<file path="config.mk">
export PLATFORM = sky130hd
export DESIGN_NAME = capcmp_timer
export DESIGN_NICKNAME = d
export VERILOG_FILES = /design/src/rtl/capcmp_pkg.sv /design/src/rtl/capcmp_edge_sync.sv /design/src/rtl/capcmp_flag_cell.sv /design/src/rtl/capcmp_counter.sv /design/src/rtl/capcmp_timer.sv
export SDC_FILE = /design/constraint.sdc
export NUM_CORES = 1
export LEC_CHECK = 0
export BUFFER_PORTS_ARGS = -buffer_cell sky130_fd_sc_hd__buf_4
export CELL_PAD_IN_SITES_DETAIL_PLACEMENT = 1
export CELL_PAD_IN_SITES_GLOBAL_PLACEMENT = 2
export CORE_ASPECT_RATIO = 1.1
export CORE_MARGIN = 3
export CORE_UTILIZATION = 43
export DETAILED_ROUTE_END_ITERATION = 7
export GPL_TIMING_DRIVEN = 0
export PLACE_DENSITY_LB_ADDON = 0.1
export SYNTH_ARGS = -nofsm -noshare
export SYNTH_HDL_FRONTEND = slang
export SYNTH_SLANG_ARGS = --single-unit
</file>
<file path="constraint.sdc">
create_clock -name clk -period 5.6 [get_ports clk]
set_clock_uncertainty 0.15 [all_clocks]
set_input_delay 1.12 -clock clk [delete_from_list [all_inputs] [get_ports clk]]
set_output_delay 1.12 -clock clk [all_outputs]
set_load 0.02 [all_outputs]
</file>
<file path="src/rtl/capcmp_pkg.sv">
package capcmp_pkg;
    localparam int NUM_FLAGS = 7;
    localparam int NUM_CAP   = 4;
    localparam int ADDR_W    = 3;
    localparam int CSR_W     = NUM_FLAGS + 1;

    // flag vector index j corresponds to status bit j+1
    localparam int FB_CAPA = 6;
    localparam int FB_CAPB = 5;
    localparam int FB_CAPC = 4;
    localparam int FB_CAPD = 3;
    localparam int FB_CMPA = 2;
    localparam int FB_CMPB = 1;
    localparam int FB_WRAP = 0;

    typedef enum logic [1:0] {
        FLG_IDLE  = 2'd0,
        FLG_PEND  = 2'd1,
        FLG_ARMED = 2'd2
    } flg_state_e;

    typedef enum logic [ADDR_W-1:0] {
        RA_CSR  = 3'd0,
        RA_CNT  = 3'd1,
        RA_CMPA = 3'd2,
        RA_CMPB = 3'd3,
        RA_CAPA = 3'd4,
        RA_CAPB = 3'd5,
        RA_CAPC = 3'd6,
        RA_CAPD = 3'd7
    } reg_addr_e;
endpackage

</file>
<file path="src/rtl/capcmp_edge_sync.sv">
module capcmp_edge_sync #(
    parameter int STAGES = 2
) (
    input  logic clk,
    input  logic rst_n,
    input  logic async_in,
    output logic rise
);
    // pipe_q[STAGES-1] is the synchronised level, pipe_q[STAGES] its delayed copy
    logic [STAGES:0] pipe_q;

    always_ff @(posedge clk or negedge rst_n) begin
        if (!rst_n) pipe_q <= '0;
        else        pipe_q <= {pipe_q[STAGES-1:0], async_in};
    end

    assign rise = pipe_q[STAGES-1] & ~pipe_q[STAGES];
endmodule

</file>
<file path="src/rtl/capcmp_flag_cell.sv">
module capcmp_flag_cell
    import capcmp_pkg::*;
(
    input  logic clk,
    input  logic rst_n,
    input  logic lp,
    input  logic hw_set,
    input  logic rd_hit,
    input  logic sw_clr,
    output logic flag,
    output logic armed
);
    flg_state_e st_q, st_d;

    always_ff @(posedge clk or negedge rst_n) begin
        if (!rst_n) st_q <= FLG_IDLE;
        else        st_q <= st_d;
    end

    always_comb begin
        st_d = st_q;
        if (lp) begin
            st_d = FLG_IDLE;
        end else begin
            unique case (st_q)
                FLG_IDLE:  if (hw_set) st_d = FLG_PEND;
                FLG_PEND:  if (rd_hit) st_d = FLG_ARMED;
                FLG_ARMED: if (sw_clr) st_d = hw_set ? FLG_PEND : FLG_IDLE;
                default:   st_d = FLG_IDLE;
            endcase
        end
    end

    always_comb begin
        flag  = (st_q != FLG_IDLE);
        armed = (st_q == FLG_ARMED);
    end
endmodule

</file>
<file path="src/rtl/capcmp_counter.sv">
module capcmp_counter #(
    parameter int W = 16
) (
    input  logic         clk,
    input  logic         rst_n,
    input  logic         cnt_en,
    input  logic         load,
    input  logic [W-1:0] load_val,
    input  logic [W-1:0] cmp_a,
    input  logic [W-1:0] cmp_b,
    input  logic         clr_on_a,
    output logic [W-1:0] cnt,
    output logic         hit_a,
    output logic         hit_b,
    output logic         wrap
);
    localparam logic [W-1:0] CNT_MAX = '1;

    logic tick;
    assign tick  = cnt_en & ~load;
    assign hit_a = tick && (cnt == cmp_a);
    assign hit_b = tick && (cnt == cmp_b);
    assign wrap  = tick && (cnt == CNT_MAX) && !(clr_on_a && hit_a);

    always_ff @(posedge clk or negedge rst_n) begin
        if (!rst_n)                  cnt <= '0;
        else if (load)               cnt <= load_val;
        else if (tick) begin
            if (clr_on_a && hit_a)   cnt <= '0;
            else                     cnt <= cnt + 1'b1;
        end
    end
endmodule

</file>
<file path="src/rtl/capcmp_timer.sv">
module capcmp_timer
    import capcmp_pkg::*;
#(
    parameter int CNT_W       = 16,
    parameter int SYNC_STAGES = 2
) (
    input  logic                 clk,
    input  logic                 rst_n,
    input  logic                 lp_mode,
    input  logic                 cnt_en,
    input  logic [NUM_CAP-1:0]   cap_in,
    input  logic                 buf_en_a,
    input  logic                 buf_en_b,
    input  logic                 bus_wr,
    input  logic                 bus_rd,
    input  logic [ADDR_W-1:0]    bus_addr,
    input  logic [CNT_W-1:0]     bus_wdata,
    output logic [CNT_W-1:0]     bus_rdata,
    input  logic [NUM_FLAGS-1:0] irq_en,
    output logic                 irq
);
    localparam int PAD_W = CNT_W - CSR_W;

    reg_addr_e            addr_e;
    logic [CNT_W-1:0]     cnt_q, cmp_a_q, cmp_b_q;
    logic [CNT_W-1:0]     cap_q [NUM_CAP];
    logic                 cclr_q;
    logic [NUM_CAP-1:0]   cap_evt;
    logic                 hit_a, hit_b, wrap_evt;
    logic [NUM_FLAGS-1:0] set_vec, flag_vec, armed_vec, clr_vec;
    logic                 csr_wr, csr_rd, cnt_load;

    assign addr_e   = reg_addr_e'(bus_addr);
    assign csr_wr   = bus_wr && (addr_e == RA_CSR);
    assign csr_rd   = bus_rd && (addr_e == RA_CSR);
    assign cnt_load = bus_wr && (addr_e == RA_CNT);

    for (genvar ch = 0; ch < NUM_CAP; ch++) begin : g_sync
        capcmp_edge_sync #(.STAGES(SYNC_STAGES)) u_sync (
            .clk(clk), .rst_n(rst_n), .async_in(cap_in[ch]), .rise(cap_evt[ch])
        );
    end

    capcmp_counter #(.W(CNT_W)) u_cnt (
        .clk(clk), .rst_n(rst_n), .cnt_en(cnt_en), .load(cnt_load),
        .load_val(bus_wdata), .cmp_a(cmp_a_q), .cmp_b(cmp_b_q),
        .clr_on_a(cclr_q), .cnt(cnt_q), .hit_a(hit_a), .hit_b(hit_b), .wrap(wrap_evt)
    );

    always_comb begin
        set_vec          = '0;
        set_vec[FB_CAPA] = cap_evt[0];
        set_vec[FB_CAPB] = cap_evt[1];
        set_vec[FB_CAPC] = cap_evt[2];
        set_vec[FB_CAPD] = cap_evt[3];
        set_vec[FB_CMPA] = hit_a;
        set_vec[FB_CMPB] = hit_b;
        set_vec[FB_WRAP] = wrap_evt;
    end

    assign clr_vec = csr_wr ? ~bus_wdata[CSR_W-1:1] : '0;

    for (genvar f = 0; f < NUM_FLAGS; f++) begin : g_flag
        capcmp_flag_cell u_flag (
            .clk(clk), .rst_n(rst_n), .lp(lp_mode), .hw_set(set_vec[f]),
            .rd_hit(csr_rd), .sw_clr(clr_vec[f]),
            .flag(flag_vec[f]), .armed(armed_vec[f])
        );
    end

    always_ff @(posedge clk or negedge rst_n) begin
        if (!rst_n)       cclr_q <= 1'b0;
        else if (lp_mode) cclr_q <= 1'b0;
        else if (csr_wr)  cclr_q <= bus_wdata[0];
    end

    always_ff @(posedge clk or negedge rst_n) begin
        if (!rst_n) begin
            cmp_a_q <= '0;
            cmp_b_q <= '0;
        end else if (bus_wr) begin
            if (addr_e == RA_CMPA) cmp_a_q <= bus_wdata;
            if (addr_e == RA_CMPB) cmp_b_q <= bus_wdata;
        end
    end

    // channels A/B load the counter; C/D take either their own capture or the buffered value
    always_ff @(posedge clk or negedge rst_n) begin
        if (!rst_n) begin
            for (int i = 0; i < NUM_CAP; i++) cap_q[i] <= '0;
        end else begin
            if (cap_evt[0]) cap_q[0] <= cnt_q;
            if (cap_evt[1]) cap_q[1] <= cnt_q;
            if (buf_en_a) begin
                if (cap_evt[0]) cap_q[2] <= cap_q[0];
            end else if (cap_evt[2]) begin
                cap_q[2] <= cnt_q;
            end
            if (buf_en_b) begin
                if (cap_evt[1]) cap_q[3] <= cap_q[1];
            end else if (cap_evt[3]) begin
                cap_q[3] <= cnt_q;
            end
        end
    end

    always_comb begin
        unique case (addr_e)
            RA_CSR:  bus_rdata = {{PAD_W{1'b0}}, flag_vec, cclr_q};
            RA_CNT:  bus_rdata = cnt_q;
            RA_CMPA: bus_rdata = cmp_a_q;
            RA_CMPB: bus_rdata = cmp_b_q;
            RA_CAPA: bus_rdata = cap_q[0];
            RA_CAPB: bus_rdata = cap_q[1];
            RA_CAPC: bus_rdata = cap_q[2];
            RA_CAPD: bus_rdata = cap_q[3];
        endcase
    end

    assign irq = |(flag_vec & irq_en);
endmodule

</file>
After elaboration in Yosys (flattened, before gate mapping). Index checks and enable logic that the tools add are counted.

Add/subtract/negate cells: 1. Eq/ne operators: 47. Multiplexer cells: 49. Bitwise logic cells: 12. Reduce and logical (&&, ||, !) cells: 40.

Operators with widths (number): 16-bit two-way mux (9); 16-bit one-hot mux with 8 select lines (1); 2-bit two-way mux (22); 3-bit inequality test, second input constant (14); 2-bit one-hot mux with 3 select lines (7); 16-bit equality test (2); 2-bit nonzero test (11); 3-bit by 2-bit inequality test with 1-bit output, second input constant (7); 3-bit AND reduction (7); 16-bit by 1-bit adder with 16-bit output, second input constant (1); 16-bit equality test, second input constant (1); 2-bit by 1-bit equality test with 1-bit output, second input constant (7); 2-bit equality test, second input constant (7); 2-bit logical NOT (7); 3-bit equality test, second input constant (4); 1-bit two-way mux (9); 1-bit logical AND (8); 2-bit AND reduction (4); 7-bit AND (1); 7-bit two-way mux (1); 7-bit inverter (1); 7-bit OR reduction (1); 3-bit by 2-bit equality test with 1-bit output, second input constant (2); 1-bit AND (5); other kinds (5) (10).

Flip-flop bits (word level): 139. Output and inout port bits: 17.

Depth between registers and ports, before layout.
Depth after elaboration: 12. Mapped depth: 9. Mapped depth without buffers: 7.

Modules after synthesis. A second synthesis with hierarchy kept.

Cells, all modules: 697. Area total of the unflattened synthesis: 7641.1 um^2.

By module, submodules not included: capcmp_timer (instances 1, cells each 426, area each 4979.8 um^2); capcmp_counter (instances 1, cells each 171, area each 1482.7 um^2); capcmp_flag_cell (instances 7, cells each 12, area each 117.6 um^2); capcmp_edge_sync (instances 4, cells each 4, area each 88.8 um^2).

Worst setup path after synthesis. No wires, ideal clock.

Path kind: input to output. Start point: in bus_addr[1]. End point: out bus_rdata[12]. Arrival: 2.378 ns. Data required time: 4.330 ns. Setup slack: 1.952 ns. Cell stages on the path: 5. Path buffers: 3. Cells stage by stage: buf_2 > buf_1 > clkbuf_1 > a221oi_1 > a21oi_1.

Cells in the longest elaborated chain, start to end: 2.

RTL lines: start, declared (RTL line capcmp_timer.sv:16) `input logic [ADDR_W-1:0] bus_addr,`; 3-bit equality test, or another cell as far along (RTL line capcmp_timer.sv:108) `unique case (addr_e)`; 16-bit one-hot mux with 8 select lines * (RTL line capcmp_timer.sv:108); end, declared (RTL line capcmp_timer.sv:18) `output logic [CNT_W-1:0] bus_rdata,`.

Every way passes the cells marked *; elsewhere a longest branch is shown, timed or not.

Worst setup path after layout.
Start point: in bus_addr[0]. End point: out bus_rdata[2].

Same word-level chain as after synthesis.

==> run_results.csv <==
group,metric,value,unit
outcome,status,"completed",
sta,final_hold_viol_count,0,
clock_tree,postCtsSetupBuffers,0,
synth,yosys_warnings,0,
cells_and_area,layout.nets,843,
floorplan,die_x,132,µm
sta,fin_crit_sh,76.4,%
placement,port_buffers,51,
setup_path,r2r-end,"u_cnt.cnt[10]",
global_route,antenna_found_initial,0,
drt,wl,24.8,mm
power_and_ir_drop,vdd.ir_drop.worst,0.238,mV
clock_tree,cts.htree.levels,4,
floorplan,start_util,44.8,%
sta,tns,0,ps
cells_and_area,fin_area,8770,µm²
job,drv_cap,0,
drt,vias_per_cell,5.89,
setup_path,crit_buf_inv,5,
clock_tree,clk_latency,440,ps
drt,wl_per_cell,23.7,µm
cells_and_area,final_cell_mix,"dfrtp_1 (139), nor2_1 (100), a21oi_1 (76)",
clock_tree,clock-sinks,139,
setup_path,critical_path_cell_count,8,
synth,synth_sequential_area_ratio,46.5,%
sta,drv_slew,0,
synth,syn-num-nets,772,
setup_path,required,4330,ps
synth,synth_top_area_share,46.5,%
sta,rsz0062_at_grt,"false",
setup_path,crit_end,"bus_rdata[2]",
floorplan,dieArea,19000,µm²
cells_and_area,fillCellCount,1881,
clock_tree,clk_pin_slew,70,ps
clock_tree,cts-root-buf,"clkbuf_16",
setup_path,setup.worst_path.start,"bus_addr[0]",
sta,fmax,0.234,GHz
global_route,grt_max_degree,82,
cells_and_area,final_cells,1046,
cells_and_area,drive_gt1_share,23.4,%
floorplan,die_h,144,µm
floorplan,rows,49,
synth,ys_seq_elements,139,
sta,slew_headroom,39.0,%
setup_path,crit_path_cell_trace,"buf_4 > buf_4 > buf_2 > buf_1 > nor2_1 > a221oi_1 > a21oi_1 > buf_4",
setup_path,arrival,3010,ps
global_route,gr-total-overflow,0,
setup_path,cp_top_family,"buffers and inverters",
placement,place_area,8180,µm²
setup_path,crit_path_max_fanout,10,
cells_and_area,layout_commonest_cell,"dfrtp_1",
placement,dpl.hpwl,18.0,mm
sta,worstMarginPinSlew,910,ps
synth,avgSynthCellArea,10.2,µm²
setup_path,rr_worst_depth,8,
floorplan,core,16700,µm²
power_and_ir_drop,p_total,3.65,mW
clock_tree,ctsHoldBuffers,0,
synth,yosys.area.top_type,"dfrtp_1",
drt,routed-via-count,6158,
setup_path,cp-start-kind,"input port",
setup_path,max_stage_delay,470,ps
synth,syn-instance-count,733,
drt,drt-pass1-iter-count,5,
drt,antenna_left,0,
setup_path,critPathCaptureType,"output pin",
drt,drtIter0Drc,407,
clock_tree,clock_path_buffers,2,
global_route,grt.total_usage,26.8,%
synth,ys.flop_type,"dfrtp_1",
setup_path,reg2reg_slack,2750,ps
setup_path,critPathSlowestCell,"buf_1",
setup_path,crit_type,"in2out",
placement,dp_cells,1014,
clock_tree,cts_buffers,17,
sta,setup_viol,0,
global_route,grt_pass1_wl,38.7,mm
synth,synthTopCellsByArea,"dfrtp_1 (47%), mux2_2 (11%), mux2i_1 (5.8%), a21oi_1 (5.1%), nor2_1 (5.0%)",
setup_path,worst_path_most_repeated_cell,"buf_4",
cells_and_area,area_growth_syn_to_layout,17.3,%
sta,fin_crit,4280,ps
synth,async_reset_ff_share,100,%
placement,place.gp.congestion,0.901,
synth,yosysUniqueCellTypes,52,
drt,drc,0,
power_and_ir_drop,power.density,417,nW/µm²
setup_path,rr_startpoint,"u_cnt.cnt[15]",
clock_tree,cts_tree,"done",
global_route,grt_pass1_vias,6581,
worst_hold_path,hold_class,"reg2reg",
floorplan,ios,55,
synth,synthesis.area,7480,µm²
clock_tree,cts_resized,0,
synth,synth_edf_count,0,
power_and_ir_drop,p_leak,3.70,nW
cells_and_area,antenna_cells,0,
-- sequential cells by signal, summed over array words and instances (netlist names) --
signal	count
cmp_b_q	16
cclr_q	1
cap_q	64
g_sync.u_sync.pipe_q	12
g_flag.u_flag.st_q	14
cmp_a_q	16
u_cnt.cnt	16
-- cell type report --
type	instances	area (µm²)	area share [%]
clock buffer	17	425	4.85
sequential	139	3480	39.7
buffer	57	282	3.21
inverter	12	45.0	0.514
multi-input combinational	525	3670	41.9
tap	229	287	3.27
clock inverter	15	168	1.91
timing repair buffer	52	414	4.72
-- logic make-up (layout without fill, tap and decap cells) --
kind of cell	count (synthesis)	in the layout	synth area share, %
buffers and inverters	69	153	4.37
XOR/XNOR	34	34	4.08
AO/OA/AOI/OAI	154	154	11.9
flip-flops	139	139	46.5
adder cells (fa/ha/maj)	1	1	0.167
multiplexers	125	125	19.6
AND/OR/NAND/NOR	211	211	13.4
-- metrics by stage --
step                      hold WS (ps)  util, %  setup slack (ps)
after global placement             181     48.8              1360
after detailed placement           186     49.0              1310
after floorplan                    181        -              1950
after CTS                          202     52.6              1300
final                              200     52.6              1320
after global routing               215     52.6              1170
-- routing by layer --
layer,vias up,global-route usage [%],wire (µm)
met5,-,0,0
met4,0,11.2,866
met3,51,3.13,609
met2,135,45.8,12300
met1,3203,35.1,11000
li1,2769,-,-
-- Yosys cell counts, types with 2 or more instances --
library cell and instances:
dfrtp_1 139, nor2_1 100, a21oi_1 76, mux2_2 72, mux2i_1 43, nand2_1 41, o21ai_0 31, clkbuf_1 30
xor2_1 17, nand3_1 16, xnor2_1 16, inv_1 11, a31oi_1 10, mux4_2 10, nand4_1 10, a22oi_1 9
buf_2 9, a221oi_1 8, buf_1 8, nor3_1 7, and3_1 5, buf_4 5, buf_6 5, nand4b_1 5
nand2b_1 4, nor2b_1 4, nor3b_1 4, nor4_1 4, o22ai_1 4, o31ai_1 3, a21boi_0 2, and4_1 2
nand3b_1 2, o21ai_1 2, o221ai_1 2
-- how the worst min path moves through the flow --
stage / endpoint / slack, ps / cells past startpoint / startpoint
after floorplan: g_sync[0].u_sync.pipe_q[1] / 180 / 0 / g_sync[0].u_sync.pipe_q[0]
after global placement: g_sync[2].u_sync.pipe_q[1] / 180 / 0 / g_sync[2].u_sync.pipe_q[0]
after detailed placement: g_sync[1].u_sync.pipe_q[1] / 190 / 0 / g_sync[1].u_sync.pipe_q[0]
after CTS: g_sync[1].u_sync.pipe_q[1] / 200 / 0 / g_sync[1].u_sync.pipe_q[0]
after global routing: g_sync[1].u_sync.pipe_q[1] / 210 / 0 / g_sync[1].u_sync.pipe_q[0]
final: g_sync[1].u_sync.pipe_q[1] / 200 / 0 / g_sync[1].u_sync.pipe_q[0]
-- where the power goes --
part / total [mW] / internal (mW) / switching, mW
Combinational: 1.06 / 0.472 / 0.584
Sequential: 1.47 / 1.25 / 0.215
Clock: 1.13 / 0.605 / 0.530
Power figures use the tool's default switching activity.
